[src/rtl/dsadc_pkg.sv]
package dsadc_pkg;
  typedef enum logic [2:0] {
    ST_IDLE  = 3'd0,
    ST_CLR   = 3'd1,
    ST_RUNUP = 3'd2,
    ST_RUNDN = 3'd3,
    ST_DONE  = 3'd4
  } dsadc_st_e;
endpackage

[src/rtl/dsadc_sync.sv]
module dsadc_sync #(
  parameter int STAGES = 2
) (
  input  logic clk,
  input  logic rst_n,
  input  logic async_i,
  output logic rise_o
);
  localparam int SH_W = STAGES + 1;

  logic [SH_W-1:0] sh_q;

  always_ff @(posedge clk or negedge rst_n) begin
    if (!rst_n) sh_q <= '0;
    else        sh_q <= {sh_q[SH_W-2:0], async_i};
  end

  // the synchronized level is sh_q[STAGES-1]; the extra flop holds its previous value for edge detection
  assign rise_o = sh_q[STAGES-1] & ~sh_q[STAGES];
endmodule

[src/rtl/dsadc_cnt.sv]
module dsadc_cnt #(
  parameter int CNT_W = 6,
  parameter int LIMIT = 32
) (
  input  logic             clk,
  input  logic             rst_n,
  input  logic             clr_i,
  input  logic             en_i,
  output logic [CNT_W-1:0] cnt_o
);
  logic [CNT_W-1:0] cnt_q, cnt_d;

  always_comb begin
    cnt_d = cnt_q;
    if (clr_i)     cnt_d = '0;
    else if (en_i) cnt_d = cnt_q + 1'b1;
  end

  always_ff @(posedge clk or negedge rst_n) begin
    if (!rst_n) cnt_q <= '0;
    else        cnt_q <= cnt_d;
  end

  assign cnt_o = cnt_q;

  // the phase counter never runs past the saturation limit
  a_r6_cnt_bound: assert property (@(posedge clk) disable iff (!rst_n)
    cnt_q <= CNT_W'(LIMIT));
endmodule

[src/rtl/dsadc_fsm.sv]
module dsadc_fsm
  import dsadc_pkg::*;
#(
  parameter int CNT_W     = 6,
  parameter int CLR_CYC   = 4,
  parameter int RUNUP_CYC = 16,
  parameter int MAX_CNT   = 32
) (
  input  logic             clk,
  input  logic             rst_n,
  input  logic             start_i,
  input  logic             rise_i,
  input  logic [CNT_W-1:0] cnt_i,
  output dsadc_st_e        state_o,
  output logic             cnt_clr_o,
  output logic             cnt_en_o,
  output logic             load_o,
  output logic             ovr_set_o
);
  dsadc_st_e state_q, state_d;
  logic      at_max;

  assign at_max = (cnt_i == CNT_W'(MAX_CNT));

  always_comb begin
    state_d = state_q;
    unique case (state_q)
      ST_IDLE:  if (start_i) state_d = ST_CLR;
      ST_CLR:   if (cnt_i == CNT_W'(CLR_CYC - 1)) state_d = ST_RUNUP;
      ST_RUNUP: if (cnt_i == CNT_W'(RUNUP_CYC - 1)) state_d = ST_RUNDN;
      ST_RUNDN: if (rise_i || at_max) state_d = ST_DONE;
      ST_DONE:  state_d = ST_IDLE;
      default:  state_d = ST_IDLE;
    endcase
  end

  always_ff @(posedge clk or negedge rst_n) begin
    if (!rst_n) state_q <= ST_IDLE;
    else        state_q <= state_d;
  end

  assign state_o   = state_q;
  assign cnt_clr_o = (state_d != state_q);
  assign cnt_en_o  = (state_q == ST_CLR) || (state_q == ST_RUNUP) || (state_q == ST_RUNDN);
  assign load_o    = (state_q == ST_RUNDN) && (rise_i || at_max);
  // an edge at the limit takes priority over overrange
  assign ovr_set_o = (state_q == ST_RUNDN) && !rise_i && at_max;

  // the clear phase is entered only from idle
  a_r8_clr_only_from_idle: assert property (@(posedge clk) disable iff (!rst_n)
    $rose(state_q == ST_CLR) |-> ($past(state_q) == ST_IDLE));
endmodule

[src/rtl/dsadc_seq.sv]
module dsadc_seq
  import dsadc_pkg::*;
#(
  parameter int RUNUP_CYC   = 16,
  parameter int CLR_CYC     = 4,
  parameter int SYNC_STAGES = 2,
  localparam int MAX_CNT    = 2 * RUNUP_CYC,
  localparam int RES_W      = $clog2(MAX_CNT + 1)
) (
  input  logic             clk,
  input  logic             rst_n,
  input  logic             start_i,
  input  logic             cmp_i,
  output logic             int_clr_o,
  output logic             sel_in_o,
  output logic             sel_ref_o,
  output logic             valid_o,
  output logic             ovr_o,
  output logic [RES_W-1:0] result_o
);
  localparam int LIMIT = (CLR_CYC > MAX_CNT) ? CLR_CYC : MAX_CNT;
  localparam int CNT_W = $clog2(LIMIT + 1);

  logic             rise;
  logic             cnt_clr, cnt_en, load, ovr_set;
  logic [CNT_W-1:0] cnt;
  dsadc_st_e        state;
  logic [RES_W-1:0] result_q;
  logic             ovr_q;

  dsadc_sync #(.STAGES(SYNC_STAGES)) u_sync (
    .clk(clk), .rst_n(rst_n), .async_i(cmp_i), .rise_o(rise)
  );

  dsadc_cnt #(.CNT_W(CNT_W), .LIMIT(LIMIT)) u_cnt (
    .clk(clk), .rst_n(rst_n), .clr_i(cnt_clr), .en_i(cnt_en), .cnt_o(cnt)
  );

  dsadc_fsm #(
    .CNT_W(CNT_W), .CLR_CYC(CLR_CYC), .RUNUP_CYC(RUNUP_CYC), .MAX_CNT(MAX_CNT)
  ) u_fsm (
    .clk(clk), .rst_n(rst_n), .start_i(start_i), .rise_i(rise), .cnt_i(cnt),
    .state_o(state), .cnt_clr_o(cnt_clr), .cnt_en_o(cnt_en),
    .load_o(load), .ovr_set_o(ovr_set)
  );

  always_ff @(posedge clk or negedge rst_n) begin
    if (!rst_n) begin
      result_q <= '0;
      ovr_q    <= 1'b0;
    end else if (load) begin
      result_q <= RES_W'(cnt);
      ovr_q    <= ovr_set;
    end
  end

  assign int_clr_o = (state == ST_CLR);
  assign sel_in_o  = (state == ST_RUNUP);
  assign sel_ref_o = (state == ST_RUNDN);
  assign valid_o   = (state == ST_DONE);
  assign ovr_o     = valid_o & ovr_q;
  assign result_o  = result_q;

  // run-up always follows the clear phase
  a_r2_runup_after_clr: assert property (@(posedge clk) disable iff (!rst_n)
    $rose(sel_in_o) |-> $past(int_clr_o));
  // the reference is switched in straight after run-up
  a_r4_ref_after_runup: assert property (@(posedge clk) disable iff (!rst_n)
    $rose(sel_ref_o) |-> $past(sel_in_o));
  // valid is a single-cycle strobe following run-down
  a_r7_valid_pulse: assert property (@(posedge clk) disable iff (!rst_n)
    valid_o |=> !valid_o);
  a_r7_valid_after_rundown: assert property (@(posedge clk) disable iff (!rst_n)
    $rose(valid_o) |-> $past(sel_ref_o));
  // overrange carries the saturated count
  a_r6_ovr_saturated: assert property (@(posedge clk) disable iff (!rst_n)
    ovr_o |-> (result_o == RES_W'(MAX_CNT)));
endmodule

[config.mk]
export PLATFORM = sky130hd
export DESIGN_NAME = dsadc_seq
export DESIGN_NICKNAME = d
export VERILOG_FILES = /design/src/rtl/dsadc_pkg.sv /design/src/rtl/dsadc_sync.sv /design/src/rtl/dsadc_cnt.sv /design/src/rtl/dsadc_fsm.sv /design/src/rtl/dsadc_seq.sv
export SDC_FILE = /design/constraint.sdc
export NUM_CORES = 1
export LEC_CHECK = 0
export BUFFER_PORTS_ARGS = -buffer_cell sky130_fd_sc_hd__buf_2
export CORE_UTILIZATION = 45
export DETAILED_ROUTE_END_ITERATION = 16
export PLACE_DENSITY = 0.74
export SLEW_MARGIN = 20
export SYNTH_ARGS = -nofsm -noshare
export SYNTH_HDL_FRONTEND = slang
export SYNTH_SLANG_ARGS = --single-unit
[constraint.sdc]
create_clock -name clk -period 2.7 [get_ports clk]
set_input_delay 0.81 -clock clk [delete_from_list [all_inputs] [get_ports clk]]
set_output_delay 0.81 -clock clk [all_outputs]
set_load 0.005 [all_outputs]
After elaboration in Yosys (flattened, before gate mapping)
Cells that the tools add are included.
{"block": "totals", "register_bits": 19, "latch_bits": 0, "mem_bits_rw": 0, "rom_bits": 0, "input_bits": 4, "word_cells": 33, "memories": 0}
{"block": "classes", "add_sub_neg": 1, "multipliers": 0, "div_mod_pow": 0, "magnitude_cmp": 0, "n_eq_ne": 8, "n_shift": 0, "mux": 7, "bitwise": 3, "reduce_logical": 9}
{"operator": "$mux W3", "n": 4}
{"operator": "$mux W6", "n": 2}
{"operator": "$pmux W3 S4", "n": 1}
{"operator": "$add A6 B1 Y6 const B", "n": 1}
{"operator": "$eq A3 B2 Y1 const B", "n": 2}
{"operator": "$eq A6 B2 Y1 const B", "n": 1}
{"operator": "$eq A6 B4 Y1 const B", "n": 1}
{"operator": "$eq A6 B6 Y1 const B", "n": 1}
{"operator": "$eq A3 B1 Y1 const B", "n": 1}
{"operator": "$eq A3 B3 Y1 const B", "n": 1}
{"operator": "$logic_and A1 B1 Y1", "n": 3}
{"operator": "$logic_not A3 Y1", "n": 1}
{"operator": "$logic_or A1 B1 Y1", "n": 3}
{"operator": "$ne A3 B3 Y1", "n": 1}
{"operator": "$and A1 B1 Y1", "n": 2}
{"operator": "$reduce_bool A2 Y1", "n": 1}
{"operator": "$logic_not A1 Y1", "n": 1}
{"operator": "$not A1 Y1", "n": 1}

Depth between registers and ports, before layout
Gate-level depths: netlist of the first run.
{"block": "logic_depth", "word_depth": 7, "mapped_depth": 8, "ltp_nobuf": 6}

Modules after synthesis
Synthesis of the first run repeated with hierarchy kept, for this count alone.
{"block": "unflattened", "hier_cells": 81, "area_unflattened_um2": 967.2}
{"mod": "dsadc_seq", "n_inst": 1, "cells_each": 20, "area_per_inst_um2": 332.8, "seq_area_each_um2": 175.2}
{"mod": "dsadc_fsm", "n_inst": 1, "cells_each": 33, "area_per_inst_um2": 276.5, "seq_area_each_um2": 75.1}
{"mod": "dsadc_cnt", "n_inst": 1, "cells_each": 24, "area_per_inst_um2": 269.0, "seq_area_each_um2": 150.1}
{"mod": "dsadc_sync", "n_inst": 1, "cells_each": 4, "area_per_inst_um2": 88.8, "seq_area_each_um2": 75.1}

Worst setup path before layout of the first run
No wires, ideal clock.
{"block": "synth_path", "path_type": "input-to-reg", "startpoint": "input port start_i", "endpoint": "register u_cnt.cnt_q[0] (netlist: u_cnt.cnt_o[0])", "setup_time_ns": 0.151, "arrival_time_ns": 1.579, "t_required_ns": 2.549, "path_slack_ns": 0.970, "path_stages": 4, "path_buffers": 0, "path_cell_list": "nor2b_1 -> a41oi_1 -> a222oi_1 -> nor3_1"}
{"block": "synth_via", "elab_chain_len": 4}
{"item": "start: declaration", "line": "dsadc_seq.sv:12", "text": "input logic start_i,"}
{"item": "$mux W3 *", "line": "dsadc_fsm.sv:28", "text": "ST_IDLE: if (start_i) state_d = ST_CLR;"}
{"item": "$pmux W3 S4 *", "line": "dsadc_fsm.sv:27", "text": "unique case (state_q)"}
{"item": "$ne A3 B3 Y1 *", "line": "dsadc_fsm.sv:43", "text": "assign cnt_clr_o = (state_d != state_q);"}
{"item": "$mux W6 or $reduce_bool A2 Y1 (tied branches)"}
{"item": "end signal: assignment", "line": "dsadc_cnt.sv:21", "text": "else cnt_q <= cnt_d;"}
{"item": "end: declaration", "line": "dsadc_cnt.sv:11", "text": "logic [CNT_W-1:0] cnt_q, cnt_d;"}
Every way passes the cells marked *; elsewhere a longest branch is shown, timed or not.
A chain may end at the register's enable or synchronous reset.

Final worst setup path of the first run
{"block": "layout_path", "startpoint": "register u_fsm.state_q[1] (netlist: u_fsm.state_o[1])", "endpoint": "output port ovr_o"}
{"block": "layout_via", "elab_chain_len": 2}
{"item": "start: declaration", "line": "dsadc_fsm.sv:20", "text": "dsadc_st_e state_q, state_d;"}
{"item": "start signal: assignment", "line": "dsadc_fsm.sv:39", "text": "else state_q <= state_d;"}
{"item": "$eq A3 B3 Y1", "line": "dsadc_seq.sv:60", "text": "assign valid_o = (state == ST_DONE);"}
{"item": "$and A1 B1 Y1", "line": "dsadc_seq.sv:61", "text": "assign ovr_o = valid_o & ovr_q;"}
{"item": "end: declaration", "line": "dsadc_seq.sv:18", "text": "output logic ovr_o,"}
No other way between the ends.

==> flow_summary.json, run 1 <==
{
  "r2r-start": "u_cnt.cnt_o[1]",
  "portBuffers": 14,
  "worst_setup_path_end_kind": "output port",
  "gp_congestion": 0.790,
  "cp.required_ps": 1890,
  "avgSynthCellArea_um2": 11.9,
  "status": "finished, final reports clean",
  "totalNegativeSetupSlack_ps": 0,
  "worstPathArrival_ps": 1440,
  "row_count": 16,
  "ant_nets": 0,
  "cts.repair.resized": 0,
  "clock-sinks": 19,
  "ir_drop_v": 0.000374,
  "ys.flop_type": "dfrtp_1",
  "synth_common_cells": "dfrtp_1 (19), mux2_1 (6), nor3_1 (6), a21oi_1 (4)",
  "overflow": 0,
  "antenna_cells_inserted": 0,
  "finalHoldViolations": 0,
  "drt_iter0_markers": 7,
  "synth.area.top_cells": "dfrtp_1 (50%), mux2_1 (7.1%), buf_6 (3.6%)",
  "async_reset_ff_share_pct": 100,
  "start_util_pct": 48.3,
  "cp_max_fo": 9,
  "cts_buffer_depth": 2,
  "grt_usage_pct": 16.5,
  "post-route-period-util_pct": 83.2,
  "clk_pin_slew_ps": 100,
  "first_pass_iters": 4,
  "grt_setup_unrepaired": "no",
  "crit_start": "u_fsm.state_o[1]",
  "r2r_end": "u_cnt.cnt_o[0]",
  "setup_viol_count_final": 0,
  "hold_path_class": "register to register",
  "grt_start_max_net_pins": 20,
  "htreeDepth": 1,
  "yosysMostFrequentCell": "dfrtp_1",
  "core_mm2": 0.00196,
  "reg2reg_slack_ps": 590,
  "worstSetupStartpointType": "register",
  "ys_seq_elements": 19,
  "path_cells": "nor2_1, and3_1, buf_2",
  "synth_top_area_cell": "dfrtp_1",
  "fp.dieArea_mm2": 0.00230,
  "relSlewSlack_pct": 41.7,
  "cts_buffers": 3,
  "timing.final.max_slew_violations": 0,
  "netlist_instances": 80,
  "tightestPinTransition_ps": 875,
  "drive_above_1_share_pct": 26.1,
  "clk_latency_ps": 290,
  "post-synth-top-area-fraction_pct": 50.1,
  "r2r_cells": 5,
  "period_minus_slack_ps": 2250,
  "endpoint": "ovr_o",
  "cts_root_buf": "clkbuf_4",
  "vias": 641,
  "ys_types": 37,
  "hold_buffers": 0,
  "via_per_inst": 5.39,
  "skew_ps": 0.861,
  "final_util_pct": 52.4,
  "synthesis.nets": 86,
  "post-route-drc-count": 0,
  "nets": 99,
  "cts_setup_buffers": 0,
  "grt_pass1_wl_mm": 2.57,
  "p_per_area_mw_per_mm2": 785,
  "slowest_delay_ps": 490,
  "grt_pass1_vias": 606,
  "leakage_nw": 0.500,
  "avgRoutedWirePerCell_um": 14.1,
  "syn_area_um2": 948,
  "worstSetupPathType": "register to output port",
  "die_x_um": 47.9,
  "antenna_found_initial": 0,
  "crit_slowest_cell": "dfrtp_1",
  "ios": 15,
  "cts_tree": "done",
  "max_freq_ghz": 0.445,
  "die_height_um": 47.9,
  "area_delta_synth_final_pct": 8.44,
  "ys_seq_area_share_pct": 50.1,
  "wl_mm": 1.67,
  "synth-edff-count": 0,
  "maxCapViolCount": 0,
  "synth-warning-count": 0
}
[through the flow]
step,hold WS [ps],instance area (um2),instances,total power [mW],setup slack (ps)
floorplan,331,948,80,0.600,970
global placement,335,1000,115,0.653,681
detailed placement,341,1000,115,0.667,677
CTS,366,1030,119,0.818,432
global route,382,1030,119,0.863,360
finish,362,1030,119,0.808,453
[power by group]
part	switching, mW	leakage (nW)	internal (mW)
registers	0.0648	0.252	0.332
clock network	0.0839	0.0150	0.0575
logic	0.149	0.234	0.121
[cell type report]
type	count	area, um2
tap	27	33.8
multi-input combinational	51	408
timing repair buffer	14	70.1
clock buffer	4	26.3
sequential	19	475
fill	203	933
inverter	4	15.0
[registers in the layout, indices dropped and copies added (netlist names)]
| signal | cells |
|---|---|
| u_cnt.cnt_o | 6 |
| u_fsm.state_o | 3 |
| ovr_q | 1 |
| result_o | 6 |
| u_sync.sh_q | 3 |
[cell families after synthesis]
family | after synthesis | synth area share [%]
and+or+nand+nor | 24 | 18.1
adders and majority gates | 2 | 2.64
AOI/OAI and AO/OA | 13 | 9.50
xor gates and xnor gates | 5 | 4.62
muxes | 7 | 8.18
DFF | 19 | 50.1
buffers and inverters | 10 | 6.86
[critical path, delay by kind of cell, from the launching register on]
kind | cells | cell delay [ps]
AND/OR/NAND/NOR | 2 | 550
flip-flops | 1 | 490
buffers and inverters | 1 | 110
[cell usage in the layout, fill, tap and decap left out, types with 2 or more instances in the layout]
cell,Yosys,layout
a21oi_1,4,4
and2_1,2,2
buf_2,1,14
clkbuf_4,0,3
dfrtp_1,19,19
ha_1,2,2
inv_1,2,2
inv_2,2,2
mux2_1,6,6
nor2_1,2,2
nor2b_1,2,2
nor3_1,6,6
o2111ai_1,2,2
xnor2_1,2,2
xor2_1,3,3
[layer usage]
layer / vias to the layer above / share of wire [%] / wire length, um / global-route usage [%]
met3: 2 / 4.8 / 81 / 2.26
met1: 316 / 48 / 795 / 20.9
li1: 305 / - / - / -
met5: - / 0 / 0 / 0
met4: 0 / 0.54 / 9 / 6.67
met2: 18 / 47 / 785 / 28.1
[worst min path at each step]
stage / from / to / slack, ps / depth (start not counted)
global placement: u_sync.sh_q[0] / u_sync.sh_q[1] / 330 / 0
floorplan: u_sync.sh_q[0] / u_sync.sh_q[1] / 330 / 0
global route: u_sync.sh_q[0] / u_sync.sh_q[1] / 380 / 0
CTS: u_sync.sh_q[0] / u_sync.sh_q[1] / 370 / 0
detailed placement: u_sync.sh_q[0] / u_sync.sh_q[1] / 340 / 0
finish: u_sync.sh_q[0] / u_sync.sh_q[1] / 360 / 0
Note: power is estimated with default switching activity, not from simulation.
==> inputs of run 2 (changes only) <==
--- a/config.mk
+++ b/config.mk
@@ -8,7 +8,7 @@
 export BUFFER_PORTS_ARGS = -buffer_cell sky130_fd_sc_hd__buf_2
 export CORE_UTILIZATION = 45
 export DETAILED_ROUTE_END_ITERATION = 16
-export PLACE_DENSITY = 0.74
+export PLACE_DENSITY = 0.76
 export SLEW_MARGIN = 20
 export SYNTH_ARGS = -nofsm -noshare
 export SYNTH_HDL_FRONTEND = slang
==> constraint.sdc (replaced) <==
create_clock -name clk -period 1.8 [get_ports clk]
set_input_delay 0.54 -clock clk [delete_from_list [all_inputs] [get_ports clk]]
set_output_delay 0.54 -clock clk [all_outputs]
set_load 0.005 [all_outputs]
==> run 2 against run 1 <==
Die area did not move. Clock-buffer cell count unchanged. Critical endpoint is now int_clr_o. Cell count is 13% higher. Wire length is 16% higher. Clock skew rose by 3.9 ps. First-iteration DRC count rose to 3.7 times the previous value. Via count increased by 12%.
==> flow_summary.json, run 2 (synthesized netlist as in run 1, its figures left out) <==
{
  "row_count": 16,
  "totalNegativeSetupSlack_ps": 0,
  "relSlewSlack_pct": 72.1,
  "final_util_pct": 60.6,
  "ant_nets": 0,
  "nets": 115,
  "clk_latency_ps": 300,
  "die_x_um": 47.9,
  "multi_input_area_um2": 439,
  "crit_buf_inv": 2,
  "skew_ps": 4.79,
  "area_delta_synth_final_pct": 25.3,
  "start_util_pct": 48.3,
  "path_cells": "buf_6, nor3_4, buf_2",
  "gp_congestion": 0.832,
  "cts_buffer_depth": 2,
  "hold_path_class": "input port to async pin",
  "dpl.hpwl_mm": 1.35,
  "tightestPinTransition_ps": 419,
  "leakage_nw": 0.575,
  "final_cell_mix": "dfrtp_1 (15), buf_4 (15), buf_2 (14)",
  "grt_start_max_net_pins": 20,
  "layout_setup_ws_ps": 51.7,
  "ir_drop_v": 0.000665,
  "worstPathArrival_ps": 1210,
  "worstSetupPathType": "register to output port",
  "max_freq_ghz": 0.572,
  "htreeDepth": 1,
  "slowest_delay_ps": 450,
  "via_per_inst": 5.33,
  "grt_pass1_vias": 646,
  "status": "finished, final reports clean",
  "clock-sinks": 19,
  "antenna_cells_inserted": 0,
  "place_ws_ps": 69.2,
  "setup_viol_count_final": 0,
  "grt_setup_unrepaired": "yes",
  "regArea_um2": 480,
  "cts_tree": "done",
  "grt_pass1_wl_mm": 2.88,
  "final_area_mm2": 0.00119,
  "first_pass_iters": 4,
  "avgRoutedWirePerCell_um": 14.4,
  "p_per_area_mw_per_mm2": 1170,
  "hold_buffers": 0,
  "post-route-period-util_pct": 97.1,
  "worst_setup_path_end_kind": "output port",
  "fp.dieArea_mm2": 0.00230,
  "overflow": 0,
  "finalHoldViolations": 0,
  "cp_max_fo": 4,
  "timing.final.max_slew_violations": 0,
  "core_mm2": 0.00196,
  "clk_pin_slew_ps": 100,
  "period_minus_slack_ps": 1750,
  "cts_buffers": 3,
  "grt_usage_pct": 19.1,
  "placed_area_mm2": 0.00106,
  "fill_cells": 187,
  "post-route-drc-count": 0,
  "crit_slowest_cell": "dfrtp_2",
  "portBuffers": 14,
  "worstSetupStartpointType": "register",
  "ios": 15,
  "vias": 720,
  "maxCapViolCount": 0,
  "drt_iter0_markers": 26,
  "cts_root_buf": "clkbuf_4",
  "crit_family": "flip-flops",
  "antenna_found_initial": 0,
  "wl_mm": 1.94,
  "die_height_um": 47.9,
  "drive_above_1_share_pct": 43.5,
  "cp.required_ps": 1260
}
## run 2: changes by cell type in the layout (fill, tap and decap cells not counted), sizes merged
cell,previous run,this run
buf,14,30
## run 2: through the flow
stage                     total power, mW  instances  hold WS, ps
after floorplan                     0.900         80          244
after global placement               1.04        123          337
after detailed placement             1.07        123          340
after CTS                            1.32        128          167
after global routing                 1.48        135          185
final                                1.39        135          157
## run 2: repair_timing
action | 4_1_cts | 5_1_grt
gates resized for setup | 3 | 8
buffers inserted | 1 | 7
pin swaps | 1 | 2
setup endpoints to repair | 1 | 16
## run 2: layout make-up
type | instances | area share, %
clock buffer | 4 | 2.21
sequential | 19 | 40.4
inverter | 4 | 1.26
multi-input combinational | 51 | 36.9
timing repair buffer | 30 | 16.3
tap | 27 | 2.84
## run 2: layer usage
metal,track usage [%],part of all wire [%],vias up
li1,-,-,342
met1,22.9,44,352
met2,31.6,50,21
met3,3.40,4.2,5
met4,11.7,2.4,0
met5,0,0,-
## run 2: worst register-to-register path, cell delays in order (launching register included)
cell and delay, ps:
dfrtp_1 460, inv_1 120, ha_1 240, a21oi_2 150, nand2b_1 150, buf_4 150, mux2_1 330
## run 2: worst paths after layout
path / from / to / slack [ps] / cells past startpoint
max: u_fsm.state_o[1] / int_clr_o / 50 / 3
min: rst_n / result_o[2] / 160 / 1
max reg2reg: u_cnt.cnt_o[0] / result_o[3] / 100 / 6
min reg2reg: u_sync.sh_q[0] / u_sync.sh_q[1] / 360 / 0
max in group asynchronous: rst_n / u_fsm.state_o[0] / 1320 / 1
min in group clk: cmp_i / u_sync.sh_q[0] / 340 / 1
## run 2: where the power goes
group | internal [mW] | total, mW | switching (mW)
combinational | 0.301 | 0.584 | 0.284
sequential | 0.502 | 0.589 | 0.0871
clock | 0.0863 | 0.213 | 0.126
==> inputs of run 3 (changes only) <==
--- a/config.mk
+++ b/config.mk
@@ -6,7 +6,10 @@
 export NUM_CORES = 1
 export LEC_CHECK = 0
 export BUFFER_PORTS_ARGS = -buffer_cell sky130_fd_sc_hd__buf_2
+export CORE_ASPECT_RATIO = 1.5
+export CORE_MARGIN = 1.5
 export CORE_UTILIZATION = 45
+export CTS_BUF_LIST = sky130_fd_sc_hd__clkbuf_8
 export DETAILED_ROUTE_END_ITERATION = 16
 export PLACE_DENSITY = 0.76
 export SLEW_MARGIN = 20
==> run 3 against run 2 <==
Worst hold slack improved by 51 ps. Via count fell by 3.2%. Non-clock buffer count decreased by 8. Core utilization shrank 4.3 points. Setup slack got worse by 40 ps. Combinational power is essentially flat. Clock-buffer cell count shrank 1. Sequential cell count did not move. Wire length shrank 2.0%. Sequential share of layout area increased by 1.9 points. Cell count fell by 9.6%.
==> flow_summary.json, run 3 (synthesized netlist as in run 1, its figures left out) <==
{
  "r2r_end": "u_cnt.cnt_o[1]",
  "vias": 697,
  "grt_pass1_wl_mm": 2.99,
  "cp.depth": 3,
  "worstSetupStartpointType": "register",
  "skew_ps": 2.93,
  "p_per_area_mw_per_mm2": 1270,
  "reg2reg_slack_ps": 70,
  "worstPathArrival_ps": 1250,
  "r2r_cells": 6,
  "drive_above_1_share_pct": 36.0,
  "leakage_nw": 0.551,
  "area_delta_synth_final_pct": 18.9,
  "endpoint": "int_clr_o",
  "use_met2_pct": 30.8,
  "hold_buffers": 0,
  "maxCapViolCount": 0,
  "start_util_pct": 47.4,
  "clk_pin_slew_ps": 60,
  "drt_iter0_markers": 16,
  "overflow": 0,
  "final_cell_mix": "dfrtp_1 (18), buf_2 (14), buf_4 (8)",
  "avgRoutedWirePerCell_um": 15.6,
  "tightestPinTransition_ps": 403,
  "nets": 107,
  "post-route-drc-count": 0,
  "cts_buffer_depth": 2,
  "path_cells": "buf_4, nor3_4, buf_2",
  "crit_start": "u_fsm.state_o[1]",
  "antenna_cells_inserted": 0,
  "placed_area_mm2": 0.00104,
  "finalHoldViolations": 0,
  "grt_setup_unrepaired": "yes",
  "worstSetupPathType": "register to output port",
  "cts_buffers": 3,
  "final_area_mm2": 0.00113,
  "cts_tree": "done",
  "period_minus_slack_ps": 1790,
  "cp_max_fo": 7,
  "post-route-period-util_pct": 99.4,
  "clk_latency_ps": 250,
  "totalNegativeSetupSlack_ps": 0,
  "dpl.hpwl_mm": 1.38,
  "die_x_um": 40.5,
  "crit_family": "flip-flops",
  "setup_viol_count_final": 0,
  "crit_buf_inv": 2,
  "cp.required_ps": 1260,
  "core_mm2": 0.00200,
  "layout_commonest_cell": "dfrtp_1",
  "grt_pass1_vias": 696,
  "ant_nets": 0,
  "wl_mm": 1.90,
  "antenna_found_initial": 0,
  "use_met1_pct": 21.7,
  "relSlewSlack_pct": 73.2,
  "cts_root_buf": "clkbuf_8",
  "status": "finished, final reports clean",
  "die_height_um": 59.2,
  "gr-max-usage-layer": "met2",
  "row_count": 20,
  "ir_drop_v": 0.000818,
  "ios": 15,
  "crit_slowest_cell": "dfrtp_1",
  "portBuffers": 14,
  "r2r-start": "u_cnt.cnt_o[1]",
  "hold_path_class": "input port to async pin",
  "via_per_inst": 5.71,
  "clock-sinks": 19,
  "grt_usage_pct": 18.6,
  "fp.dieArea_mm2": 0.00240,
  "max_freq_ghz": 0.559,
  "slowest_delay_ps": 420,
  "met3_usage_pct": 2.63,
  "worst_setup_path_end_kind": "output port",
  "gp_congestion": 0.831,
  "grt_start_max_net_pins": 20,
  "first_pass_iters": 4,
  "timing.final.max_slew_violations": 0,
  "htreeDepth": 1
}
run 3: cell count changes in the layout (fill, tap and decap cells not counted), sizes merged:
cell,before,now
buf,30,22
clkbuf,4,3
inv,4,5
run 3: layout make-up:
cell class / instances / area (um2)
Fill cell: 186 / 875
Timing Repair Buffer: 22 / 130
Inverter: 4 / 15.0
Clock buffer: 3 / 41.3
Tap cell: 22 / 27.5
Sequential cell: 19 / 477
Clock inverter: 1 / 3.75
Multi-Input combinational cell: 51 / 433
run 3: worst min-delay path by stage:
stage	endpoint	from
floorplan	ovr_q	rst_n
finish	ovr_q	rst_n
global placement	u_sync.sh_q[1]	u_sync.sh_q[0]
detailed placement	u_sync.sh_q[1]	u_sync.sh_q[0]
global route	u_sync.sh_q[0]	rst_n
CTS	ovr_q	rst_n
run 3: repair_timing:
action | in CTS | in global routing
setup endpoints to repair | 3 | 16
pin swaps | 0 | 2
buffers inserted | 0 | 2
resized for setup | 0 | 7
run 3: worst reg2reg max path, cell delays in order, from the launching register on:
cell and delay [ps]:
dfrtp_1 390, ha_2 230, nor3b_4 210, nand2_1 110
a222oi_1 380, buf_4 220, nor3_1 70
run 3: metrics by stage:
step | total power, mW | instances | hold WS, ps | utilization [%] | setup slack, ps
6_report | 1.43 | 122 | 208 | 56.3 | 11.5
3_3_place_gp | 1.05 | 116 | 335 | 52.0 | 98.4
3_5_place_dp | 1.08 | 116 | 337 | 52.0 | 37.2
4_1_cts | 1.36 | 120 | 219 | 54.3 | -30.4
5_1_grt | 1.53 | 122 | 247 | 56.3 | -42.9
2_1_floorplan | 0.900 | 80 | 244 | - | 121
run 3: power breakdown:
group / total, mW / switching (mW) / internal (mW)
Clock: 0.280 / 0.128 / 0.151
Sequential: 0.568 / 0.0683 / 0.500
Combinational: 0.586 / 0.309 / 0.278
Total: 1.43 / 0.505 / 0.929
run 3: per-layer routing:
layer | wire, um | vias up
li1 | - | 323
met1 | 704 | 337
met2 | 1060 | 30
met3 | 93 | 7
met4 | 46 | 0
met5 | 0 | -
